## config.mk

```make
export PLATFORM = sky130hd
export DESIGN_NAME = phy_mgmt_regport
export DESIGN_NICKNAME = d
export VERILOG_FILES = /design/src/rtl/phy_mgmt_regport.sv
export SDC_FILE = /design/constraint.sdc
export NUM_CORES = 1
export LEC_CHECK = 0
export BUFFER_PORTS_ARGS = -buffer_cell sky130_fd_sc_hd__buf_2
export CORE_MARGIN = 5
export CORE_UTILIZATION = 40
export DETAILED_ROUTE_END_ITERATION = 7
export SYNTH_ARGS = -nofsm -noshare
export SYNTH_HDL_FRONTEND = slang
export SYNTH_SLANG_ARGS = --single-unit
export TNS_END_PERCENT = 10
```

## constraint.sdc

```tcl
create_clock -name clk -period 2.7 [get_ports clk]
set_input_delay 0.135 -clock clk [delete_from_list [all_inputs] [get_ports clk]]
set_output_delay 0.135 -clock clk [all_outputs]
set_load 0.1 [all_outputs]
```

## src/rtl/phy_mgmt_regport.sv

```systemverilog
module phy_mgmt_regport #(
  parameter int          CLK_DIV  = 2,
  parameter logic [4:0]  PHY_ADDR = 5'd1,
  parameter int          PHY_REGS = 32,
  parameter logic [7:0]  MAC_BASE = 8'h10,
  parameter int          MAC_LEN  = 6
) (
  input  logic       clk,
  input  logic       rst_n,
  input  logic       bus_en,
  input  logic       bus_wr,
  input  logic       bus_port,
  input  logic [7:0] bus_wdata,
  output logic [7:0] bus_rdata,
  output logic       mdc_o,
  output logic       mdio_o
);
  localparam logic [7:0] IDX_CMD  = 8'h0B;
  localparam logic [7:0] IDX_PADR = 8'h0C;
  localparam logic [7:0] IDX_DLO  = 8'h0D;
  localparam logic [7:0] IDX_DHI  = 8'h0E;
  localparam int DW = $clog2(CLK_DIV + 1);
  localparam int RW = $clog2(PHY_REGS);

  logic [7:0]  idx_q, paddr_q, dlo_q, dhi_q;
  logic [7:0]  mac_q [MAC_LEN];
  logic [2:0]  cmd_q;
  logic        busy_q, is_rd_q, mdc_q;
  logic [5:0]  hidx_q;
  logic [DW-1:0] div_q;
  logic [63:0] frame_q;
  logic [15:0] rx_q;

  wire wr_idx = bus_en & bus_wr & ~bus_port;
  wire wr_dat = bus_en & bus_wr & bus_port;
  wire cmd_wr = wr_dat & (idx_q == IDX_CMD) & ~busy_q;
  wire start  = cmd_wr & bus_wdata[3] & (bus_wdata[1] ^ bus_wdata[2]);
  wire tick   = div_q == DW'(CLK_DIV - 1);
  wire mdc_rise = busy_q & tick & ~mdc_q;
  wire mdc_fall = busy_q & tick & mdc_q;
  wire done     = mdc_fall & (hidx_q == 6'd63);

  logic host_en, host_out, phy_drv, phy_out, mdio_line;
  assign host_en   = busy_q & (~is_rd_q | (hidx_q < 6'd46));
  assign host_out  = frame_q[6'd63 - hidx_q];
  assign mdio_line = host_en ? host_out : (phy_drv ? phy_out : 1'b1);
  assign mdio_o    = mdio_line;
  assign mdc_o     = mdc_q;

  always_ff @(posedge clk or negedge rst_n)
    if (!rst_n) idx_q <= '0;
    else if (wr_idx) idx_q <= bus_wdata;

  for (genvar g = 0; g < MAC_LEN; g++) begin : g_mac
    always_ff @(posedge clk or negedge rst_n)
      if (!rst_n) mac_q[g] <= '0;
      else if (wr_dat && idx_q == MAC_BASE + 8'(g)) mac_q[g] <= bus_wdata;
  end

  always_ff @(posedge clk or negedge rst_n)
    if (!rst_n) begin
      paddr_q <= '0;
      dlo_q   <= '0;
      dhi_q   <= '0;
      cmd_q   <= '0;
    end else begin
      if (wr_dat && idx_q == IDX_PADR) paddr_q <= bus_wdata;
      if (cmd_wr) cmd_q <= bus_wdata[3:1];
      if (done && is_rd_q) begin
        dlo_q <= rx_q[7:0];
        dhi_q <= rx_q[15:8];
      end else begin
        if (wr_dat && idx_q == IDX_DLO) dlo_q <= bus_wdata;
        if (wr_dat && idx_q == IDX_DHI) dhi_q <= bus_wdata;
      end
    end

  always_ff @(posedge clk or negedge rst_n)
    if (!rst_n) begin
      busy_q  <= 1'b0;
      is_rd_q <= 1'b0;
      mdc_q   <= 1'b0;
      hidx_q  <= '0;
      div_q   <= '0;
      frame_q <= '0;
      rx_q    <= '0;
    end else if (start) begin
      busy_q  <= 1'b1;
      is_rd_q <= bus_wdata[2];
      mdc_q   <= 1'b0;
      hidx_q  <= '0;
      div_q   <= '0;
      frame_q <= {32'hFFFF_FFFF, 2'b01, bus_wdata[2] ? 2'b10 : 2'b01,
                  3'b000, paddr_q[7:6], paddr_q[4:0], 2'b10, dhi_q, dlo_q};
    end else if (busy_q) begin
      if (tick) begin
        div_q <= '0;
        mdc_q <= ~mdc_q;
        if (!mdc_q) begin
          if (is_rd_q && hidx_q >= 6'd48) rx_q <= {rx_q[14:0], mdio_line};
        end else if (hidx_q == 6'd63) busy_q <= 1'b0;
        else hidx_q <= hidx_q + 6'd1;
      end else div_q <= div_q + DW'(1);
    end

  always_comb begin
    bus_rdata = 8'h00;
    if (!bus_port) bus_rdata = idx_q;
    else begin
      case (idx_q)
        IDX_CMD:  bus_rdata = {4'b0, cmd_q, busy_q};
        IDX_PADR: bus_rdata = paddr_q;
        IDX_DLO:  bus_rdata = dlo_q;
        IDX_DHI:  bus_rdata = dhi_q;
        default: ;
      endcase
      for (int i = 0; i < MAC_LEN; i++)
        if (idx_q == MAC_BASE + 8'(i)) bus_rdata = mac_q[i];
    end
  end

  logic [15:0] preg [PHY_REGS];
  logic [6:0]  m_pos;
  logic [5:0]  m_ones;
  logic [15:0] m_sh;
  logic        m_rd, m_wr, m_hit;
  logic [RW-1:0] m_reg;
  wire  [12:0] m_hdr = {m_sh[11:0], mdio_line};
  wire  [3:0]  m_bit = 4'(7'd63 - m_pos);

  always_ff @(posedge clk or negedge rst_n)
    if (!rst_n) begin
      for (int i = 0; i < PHY_REGS; i++) preg[i] <= 16'hA500 | 16'(i);
      m_pos   <= '0;
      m_ones  <= '0;
      m_sh    <= '0;
      m_rd    <= 1'b0;
      m_wr    <= 1'b0;
      m_hit   <= 1'b0;
      m_reg   <= '0;
      phy_drv <= 1'b0;
      phy_out <= 1'b1;
    end else if (mdc_rise) begin
      m_sh <= {m_sh[14:0], mdio_line};
      if (m_pos == 7'd0) begin
        if (mdio_line) m_ones <= (m_ones == 6'd32) ? 6'd32 : m_ones + 6'd1;
        else begin
          if (m_ones == 6'd32) m_pos <= 7'd33;
          m_ones <= '0;
        end
      end else begin
        m_pos <= m_pos + 7'd1;
        if (m_pos == 7'd45) begin
          m_rd  <= m_hdr[11:10] == 2'b10;
          m_wr  <= m_hdr[11:10] == 2'b01;
          m_hit <= m_hdr[9:5] == PHY_ADDR;
          m_reg <= m_hdr[RW-1:0];
        end
        if (m_pos == 7'd63) begin
          m_pos <= '0;
          if (m_wr && m_hit) preg[m_reg] <= {m_sh[14:0], mdio_line};
        end
      end
    end else if (mdc_fall) begin
      if (m_rd && m_hit && m_pos >= 7'd47) begin
        phy_drv <= 1'b1;
        phy_out <= (m_pos == 7'd47) ? 1'b0 : preg[m_reg][m_bit];
      end else phy_drv <= 1'b0;
    end

  assert_frame_length_R9: assert property (@(posedge clk) disable iff (!rst_n)
    $fell(busy_q) |-> $past(hidx_q) == 6'd63);
  assert_busy_from_cmd_R4: assert property (@(posedge clk) disable iff (!rst_n)
    $rose(busy_q) |-> $past(wr_dat && idx_q == IDX_CMD && bus_wdata[3]));
  assert_cmd_ignored_R8: assert property (@(posedge clk) disable iff (!rst_n)
    (busy_q && wr_dat && idx_q == IDX_CMD) |=> $stable(cmd_q));
  assert_one_driver_R7: assert property (@(posedge clk) disable iff (!rst_n)
    !(host_en && phy_drv));
  assert_mdc_idle_R10: assert property (@(posedge clk) disable iff (!rst_n)
    !busy_q |-> !mdc_q);
  assert_mdio_low_phase_R9: assert property (@(posedge clk) disable iff (!rst_n)
    mdc_q && $past(mdc_q) |-> $stable(mdio_line));
endmodule

```

# Yosys cells after proc, flatten, opt, wreduce, memory -nomap -nowiden
# Index checks and enable logic that the tools add are counted.
# Widths: inputs -> output; s select.
[word_totals]
regBits = 687
out_inout_bits = 10
[op_classes]
add_sub_neg = 6
magnitude_cmp = 7
eq_ne = 22
mux = 49
n_bitwise = 22
reduce_logical = 30
[op_table]
columns = ["operator", "count"]
rows = [
  ["$bwmux 512", 1],
  ["$mux 8", 11],
  ["$bmux 16 s5", 1],
  ["$demux 16 s5", 1],
  ["$eq 8x5->1 const B", 6],
  ["$mux 16", 3],
  ["$mux 6", 7],
  ["$eq 8x4->1 const B", 4],
  ["$pmux 8 s4", 1],
  ["$mux 7", 4],
  ["$eq 7x6->1 const B", 3],
  ["$logic_and 1x1->1", 15],
  ["$mux 1", 14],
  ["$add 6x1->6 const B", 2],
  ["$and 1x1->1", 12],
  ["$eq 6x6->1 const B", 2],
  ["$ge 6x6->1 const B", 2],
  ["$reduce_bool 2->1", 5],
  ["$reduce_and 3->1", 3],
  ["$mux 2", 4],
  ["$reduce_and 4->1", 2],
  ["$add 7x1->7 const B", 1],
  ["$ge 7x6->1 const B", 1],
  ["$logic_not 7->1", 1],
  ["other kinds (20)", 30],
]

# Longest topological paths before layout
# Gate-level depths: netlist of the first run.
[depth]
ltp_word = 9
depth_mapped = 12
ltp_nobuf = 8

# Least setup slack after synthesis of the first run
# OpenSTA, ideal clock, no wires.
[synth_path]
path_kind = "flip-flop to output port"
from = "register idx_q[7]"
to = "output port bus_rdata[0]"
arrival_time_ps = 3645
t_required_ps = 2565
setup_slack_ps = -1080
stages_incl_launch_ff = 8
path_buffers = 1
cell_sequence = "dfrtp_1 > or4b_1 > clkbuf_1 > nor4_1 > a2111oi_0 > o32ai_1 > o21ai_0 > a31oi_1"
[synth_via]
elab_chain_cells = 9
elab_cells_between_ends = 18
[synth_lines]
columns = ["item", "line", "rtl"]
rows = [
  ["start, declared", "25", "logic [7:0] idx_q, paddr_q, dlo_q, dhi_q;"],
  ["start signal, assigned", "52", "else if (wr_idx) idx_q <= bus_wdata;"],
  ["$eq 8x4->1", "110", "case (idx_q)"],
  ["$pmux 8 s4", "110", ""],
  ["$mux 8 (5 in series)", "118", "if (idx_q == MAC_BASE + 8'(i)) bus_rdata = mac_q[i];"],
  ["$mux 8 (*)", "118", ""],
  ["$mux 8 (*)", "108", "if (!bus_port) bus_rdata = idx_q;"],
  ["end, declared", "14", "output logic [7:0] bus_rdata,"],
]
# Mark *: on every way between the ends. The rest lies on a longest branch, timed or not.

# Worst setup path after layout of the first run
[layout_path]
from = "register hidx_q[0]"
to = "output port mdio_o"
[layout_via]
elab_chain_cells = 4
elab_cells_between_ends = 7
[layout_lines]
columns = ["item", "line", "rtl"]
rows = [
  ["start, declared", "29", "logic [5:0] hidx_q;"],
  ["start signal, assigned", "102", "else hidx_q <= hidx_q + 6'd1;"],
  ["$sub 6x6->6 or $lt 6x6->1 (tied branches)", "45, 44", ""],
  ["$bmux 1 s6 or $or 1x1->1 (tied branches)", "45, 44", ""],
  ["$mux 1 (not written as such) or $and 1x1->1 (tied branches)", "45, 44", ""],
  ["$mux 1 (*)", "46", "assign mdio_line = host_en ? host_out : (phy_drv ? phy_out : 1'b1);"],
  ["end, declared", "16", "output logic mdio_o"],
]
# Mark *: on every way between the ends. The rest lies on a longest branch, timed or not. The select of a mux whose other input is x is not followed.

==> results of run 1 <==
-- kinds of logic after synthesis --
logic type      count (synthesis)  synth area share [%]
mux                           790                  31.4
flops                         685                  54.9
simple gates                  369                  5.72
compound gates                244                  5.04
buf+inv                       198                  2.58
xor+xnor                        7                 0.193
fa+ha+maj                       6                 0.237
-- metrics by stage --
step           util, %  hold slack [ns]  std cells  setup TNS [ns]
2_1_floorplan        -           -0.161       2299           -6.60
3_3_place_gp      44.5            0.225       3447          -0.847
3_5_place_dp      44.5            0.235       3447           -1.44
4_1_cts           48.2           0.0948       3604           -3.54
5_1_grt           49.2            0.140       3638           -9.95
6_report          49.2            0.134       3639           -5.60
-- worst min path at each step --
stage                start                    to  slack (ns)  cells past startpoint
finish              bus_en  idx_q[1]$_DFFE_PN0P_        0.13                      3
global route        bus_en  idx_q[1]$_DFFE_PN0P_        0.14                      3
CTS                 bus_en  idx_q[1]$_DFFE_PN0P_        0.09                      3
detailed placement   rst_n     m_hit$_DFFE_PN0P_        0.23                      1
global placement     rst_n  dhi_q[6]$_DFFE_PN0P_        0.22                      1
floorplan            rst_n      busy_q$_DFF_PN0_       -0.16                      0
-- area by class of cell --
type,instances,area [µm²],area share [%]
antenna,1,2.50,0.00645
clock buffer,112,2240,5.78
clock inverter,32,418,1.08
inverter,21,81.3,0.210
multi-input combinational,1416,14000,36.2
sequential,685,17400,44.9
tap,1050,1310,3.39
timing repair buffer,322,3280,8.47
-- worst max-delay path: stages, from the launching register on --
cell and delay (ns):
dfrtp_2 0.47, mux4_2 0.53, mux4_2 0.53, nor2b_4 0.14
nor4b_4 0.06, o31ai_4 0.31, inv_4 0.08, buf_12 0.17
-- placed cells by master (no fill, tap or decap), drive strengths merged, types with 4 or more instances in the layout --
cell / count
mux2: 600
dfrtp: 476
buf: 308
dfstp: 209
nand2: 157
clkbuf: 117
mux4: 103
mux2i: 87
o21ai: 77
nor2: 70
a21oi: 42
nor3: 28
inv: 24
a22oi: 23
nand3: 20
clkinv: 19
o22ai: 17
nor4: 13
nand4: 12
nor2b: 12
a31oi: 10
bufinv: 9
dlygate4sd3: 9
o221ai: 9
nand3b: 8
a21o: 7
and2: 7
a2111oi: 7
a22o: 6
ha: 6
nand2b: 6
o31ai: 6
nor3b: 6
and3: 5
o32ai: 4
xnor2: 4
a311oi: 4
or4: 4
or3: 4
a221oi: 4
-- power groups by stage --
stage	Sequential, mW	Combinational (mW)	Clock, mW
after floorplan	10.7	0.482	0
after global placement	10.7	0.981	0
after detailed placement	10.7	1.01	0
after CTS	10.5	1.05	11.2
after global routing	10.5	1.16	11.6
final	10.5	1.06	11.0
-- what timing repair did --
item                                    CTS  global route
pin swaps                                18            34
setup buffers                             4            33
gates resized for setup                  34           124
gates cloned                              0             4
endpoints found under the setup margin   52           204
hold endpoints to repair                113             0
hold buffers                              9             0
-- metal layers --
layer	up-vias	share of wire, %	global-route usage [%]	wire length, µm
li1	8961	-	-	-
met1	11100	44	29.6	40400
met2	438	47	33.4	43300
met3	143	4.8	3.94	4410
met4	4	3.3	6.95	3010
met5	-	0.024	0	22
==> reports/qor.csv, run 1 <==
metric;value;unit
async_flop_share;100;%
cts_buffers;77;
syn-instance-count;2299;
hpwl;61000;µm
grt_setup_unrepaired;true;
r2r_start;hidx_q[0]$_DFFE_PN0P_;
path_clk_slew;0.06;ns
p_int;17.4;mW
stdcell_area;38800;µm²
rows;103;
startpoint_type;flop;
seq_area_frac_synth;54.9;%
cts.sinks;685;
reg2reg_depth;10;
syn_area_per_cell;13.8;µm²
place.gp.congestion;0.918;
worstPathArrival;2.93;ns
relSlewSlack;19.0;%
antenna_found_initial;2;
drv_cap;0;
wire_per_inst;25.0;µm
status;finished with violations;
max_freq;327;MHz
fin_crit_sh;113;%
routed_via_density;5.67;
port_buffers;22;
path_max_fanout;7;
largest_register_ffs;512;
biggestRegsByFlops;preg: 512 flops, mac_q: 48 flops, frame_q: 26 flops;
grt_pass1_wl;138000;µm
regMostFlops;preg;
synth_area;31700;µm²
critical_path_required;2.57;ns
grt-ovfl-total;0;
core;78900;µm²
synthFlopType;dfrtp_1;
p_leak;17.3;nW
total_power;22.6;mW
clk_latency;0.63;ns
synth_cell_type_count;74;
yosysMostFrequentCell;mux2_2;
die_h;292;µm
rrSetupSlack;-0.15;ns
vias;20600;
grt_use_total;21.1;%
die_x;292;µm
p_per_area;581;nW/µm²
synth_common_cells;600 x mux2_2, 476 x dfrtp_1, 209 x dfstp_2;
setup_viol;43;
synth_edf_count;0;
ios;23;
drc;0;
cts-root-buf;clkbuf_16;
syn2layout_area_growth;22.3;%
period_needed;3.06;ns
yosysWarnings;0;
grt_pass1_vias;21600;
timing.rr.end;m_reg[0]$_DFFE_PN0P_;
fillers;6771;
pre_cts_ws;-0.306;ns
cts_buffer_depth;3;
drive_gt1_share;56.1;%
synth_top_area_share;37.6;%
switchingPower;5.11;mW
worst_setup_path_startpoint;hidx_q[0]$_DFFE_PN0P_;
swShare;22.6;%
drt_first_pass_iters;5;
setup_ws;-0.360;ns
syn_nets;2318;
wl;91100;µm
critPathKind;flop to primary output;
die_area;85000;µm²
hold_violations;0;
ys_ff_latch;685;
final_max_slew_viol_count;0;
clkPwrFrac;48.6;%
start_util;40.2;%
ir_drop;0.460;mV
worstHoldPathType;input pin to flop;
synthTopCellsByArea;dfrtp_1 38%, mux2_2 21%, dfstp_2 17%, mux4_2 7.3%, mux2i_1 2.7%;
tightest_slew;1.22;ns
synth.largest_area_cell;dfrtp_1;
p_comb_share;4.7;%
grt_max_degree;75;
cp-endpoint;mdio_o;
nets;2542;
cts_tree;built;
placed_area;35100;µm²
drtAntennaViolNets;0;
htree_levels;3;
first_iter_violations;1312;
critPathCaptureType;primary output;
fin_worst_skew;0.0274;ns
violations;setup timing;
seqPwrFrac;46.7;%
Note: power is estimated with default switching activity, not from simulation.
==> run 2, diff against run 1 <==
PLACE_DENSITY = 0.68   (was unset)
==> reports/qor.csv, run 2 (same netlist as run 1, synthesis figures left out) <==
metric;value;unit
status;finished with violations;
violations;setup timing;
drtAntennaViolNets;0;
ios;23;
cts-root-buf;clkbuf_16;
start_util;40.2;%
fin_worst_skew;0.0252;ns
regMostFlops;preg;
total_power;22.2;mW
final_max_slew_viol_count;0;
hold_violations;0;
p_per_area;573;nW/µm²
wl;89500;µm
largest_register_ffs;512;
drc;0;
grt-ovfl-total;0;
grt_pass1_vias;22300;
grt_setup_unrepaired;true;
use_met1;28.8;%
switchingPower;5.21;mW
hpwl;59200;µm
htree_levels;3;
critPathCaptureType;primary output;
wire_per_inst;24.6;µm
tightest_slew;0.909;ns
grt_pass1_wl;139000;µm
die_x;292;µm
max_freq;334;MHz
period_needed;3.00;ns
drive_gt1_share;56.1;%
place.gp.congestion;0.875;
path_max_fanout;5;
p_leak;17.2;nW
fin_tns_setup;-2.63;ns
stdcell_area;38700;µm²
final_common_cell;mux2_2;
nets;2541;
die_area;85000;µm²
fin_util;49.0;%
cts_buffer_depth;3;
ir_drop;0.417;mV
critPathKind;flop to primary output;
slowest_delay;0.64;ns
swShare;23.5;%
antenna_found_initial;2;
pre_cts_ws;-0.332;ns
critPathSlowestCell;or4_4;
setup_viol;20;
fillers;6665;
met2_usage;34.7;%
setup_ws;-0.297;ns
routed_via_density;5.69;
seqPwrFrac;47.5;%
cts_buffers;78;
drv_cap;0;
placed_area;35100;µm²
diodes;0;
grt_max_degree;72;
grtUsageMet3;2.97;%
port_buffers;22;
critical_path_required;2.57;ns
cp_cell_sequence;buf_6, or4_4, nor3_4, a21oi_2, o21a_1, a211o_1, a31oi_4, buf_12;
startpoint_type;flop;
fin_crit_sh;111;%
cts_tree;built;
first_iter_violations;1238;
clkPwrFrac;47.4;%
worstHoldPathType;input pin to async pin;
grt_use_total;20.8;%
rows;103;
crit_family;simple AND/OR/NAND/NOR gates;
grt-busiest-layer;met2;
vias;20700;
path_clk_slew;0.06;ns
biggestRegsByFlops;preg: 512 flops, mac_q: 48 flops, frame_q: 26 flops;
worstPathArrival;2.86;ns
drt_first_pass_iters;5;
cts.sinks;685;
p_comb_share;5.1;%
clk_latency;0.63;ns
relSlewSlack;39.4;%
final_cell_mix;600 x mux2_2, 471 x dfrtp_1, 227 x buf_4, 209 x dfstp_2, 153 x nand2_1;
crit_buf_inv;2;
syn2layout_area_growth;22.0;%
core;78900;µm²
p_int;17.0;mW
die_h;292;µm
run 2: worst register-to-register path: cells and delay by family (launching register included):
kind / cells / cell delay [ns]
and+or+nand+nor: 1 / 0.18
AOI/OAI and AO/OA: 3 / 0.59
muxes: 2 / 1.02
DFF: 1 / 0.49
buffers and inverters: 3 / 0.46
run 2: layout make-up:
| type | instances | area (µm²) | area share (%) |
|---|---|---|---|
| clock inverter | 29 | 299 | 0.773 |
| sequential | 685 | 17400 | 45.0 |
| inverter | 21 | 83.8 | 0.217 |
| timing repair buffer | 320 | 3190 | 8.25 |
| tap | 1050 | 1310 | 3.40 |
| multi-input combinational | 1416 | 14100 | 36.5 |
| clock buffer | 117 | 2270 | 5.87 |
run 2: final timing paths:
path | end | cells past startpoint | start | slack [ns]
hold reg to reg | preg[384]$_DFFE_PN1P_ | 2 | preg[384]$_DFFE_PN1P_ | 0.47
hold / removal | preg[263]$_DFFE_PN0P_ | 2 | rst_n | 0.07
min in group clk | idx_q[1]$_DFFE_PN0P_ | 3 | bus_en | 0.16
setup / recovery | bus_rdata[3] | 8 | idx_q[2]$_DFFE_PN0P_ | -0.30
max in group asynchronous | preg[383]$_DFFE_PN1P_ | 4 | rst_n | 1.52
setup reg to reg | phy_out$_DFFE_PN1P_ | 9 | m_reg[0]$_DFFE_PN0P_ | -0.10
run 2: power groups by stage:
stage	logic [mW]	registers (mW)	clock network [mW]
floorplan	0.482	10.7	0
global placement	0.971	10.7	0
detailed placement	0.995	10.7	0
CTS	1.12	10.5	10.7
global route	1.23	10.6	11.2
finish	1.13	10.5	10.5
run 2: metal layers:
| layer | wire length, µm | vias up |
|---|---|---|
| met2 | 44100 | 488 |
| met5 | 31 | - |
| met4 | 2050 | 4 |
| met1 | 39400 | 11100 |
| met3 | 3950 | 126 |
| li1 | - | 8929 |
run 2: per-stage QoR:
stage,std cells,hold WS (ns)
floorplan,2299,-0.161
global route,3638,0.124
global placement,3452,0.135
detailed placement,3452,0.138
CTS,3621,0.0642
finish,3638,0.0712
run 2: repair_timing:
| action | in CTS | in global routing |
|---|---|---|
| cloned | 0 | 5 |
| pin swaps | 32 | 23 |
| buffers inserted | 15 | 13 |
| endpoints found under the setup margin | 49 | 227 |
| endpoints found under the hold margin | 352 | 0 |
| hold buffers | 9 | 0 |
| resized for setup | 86 | 59 |
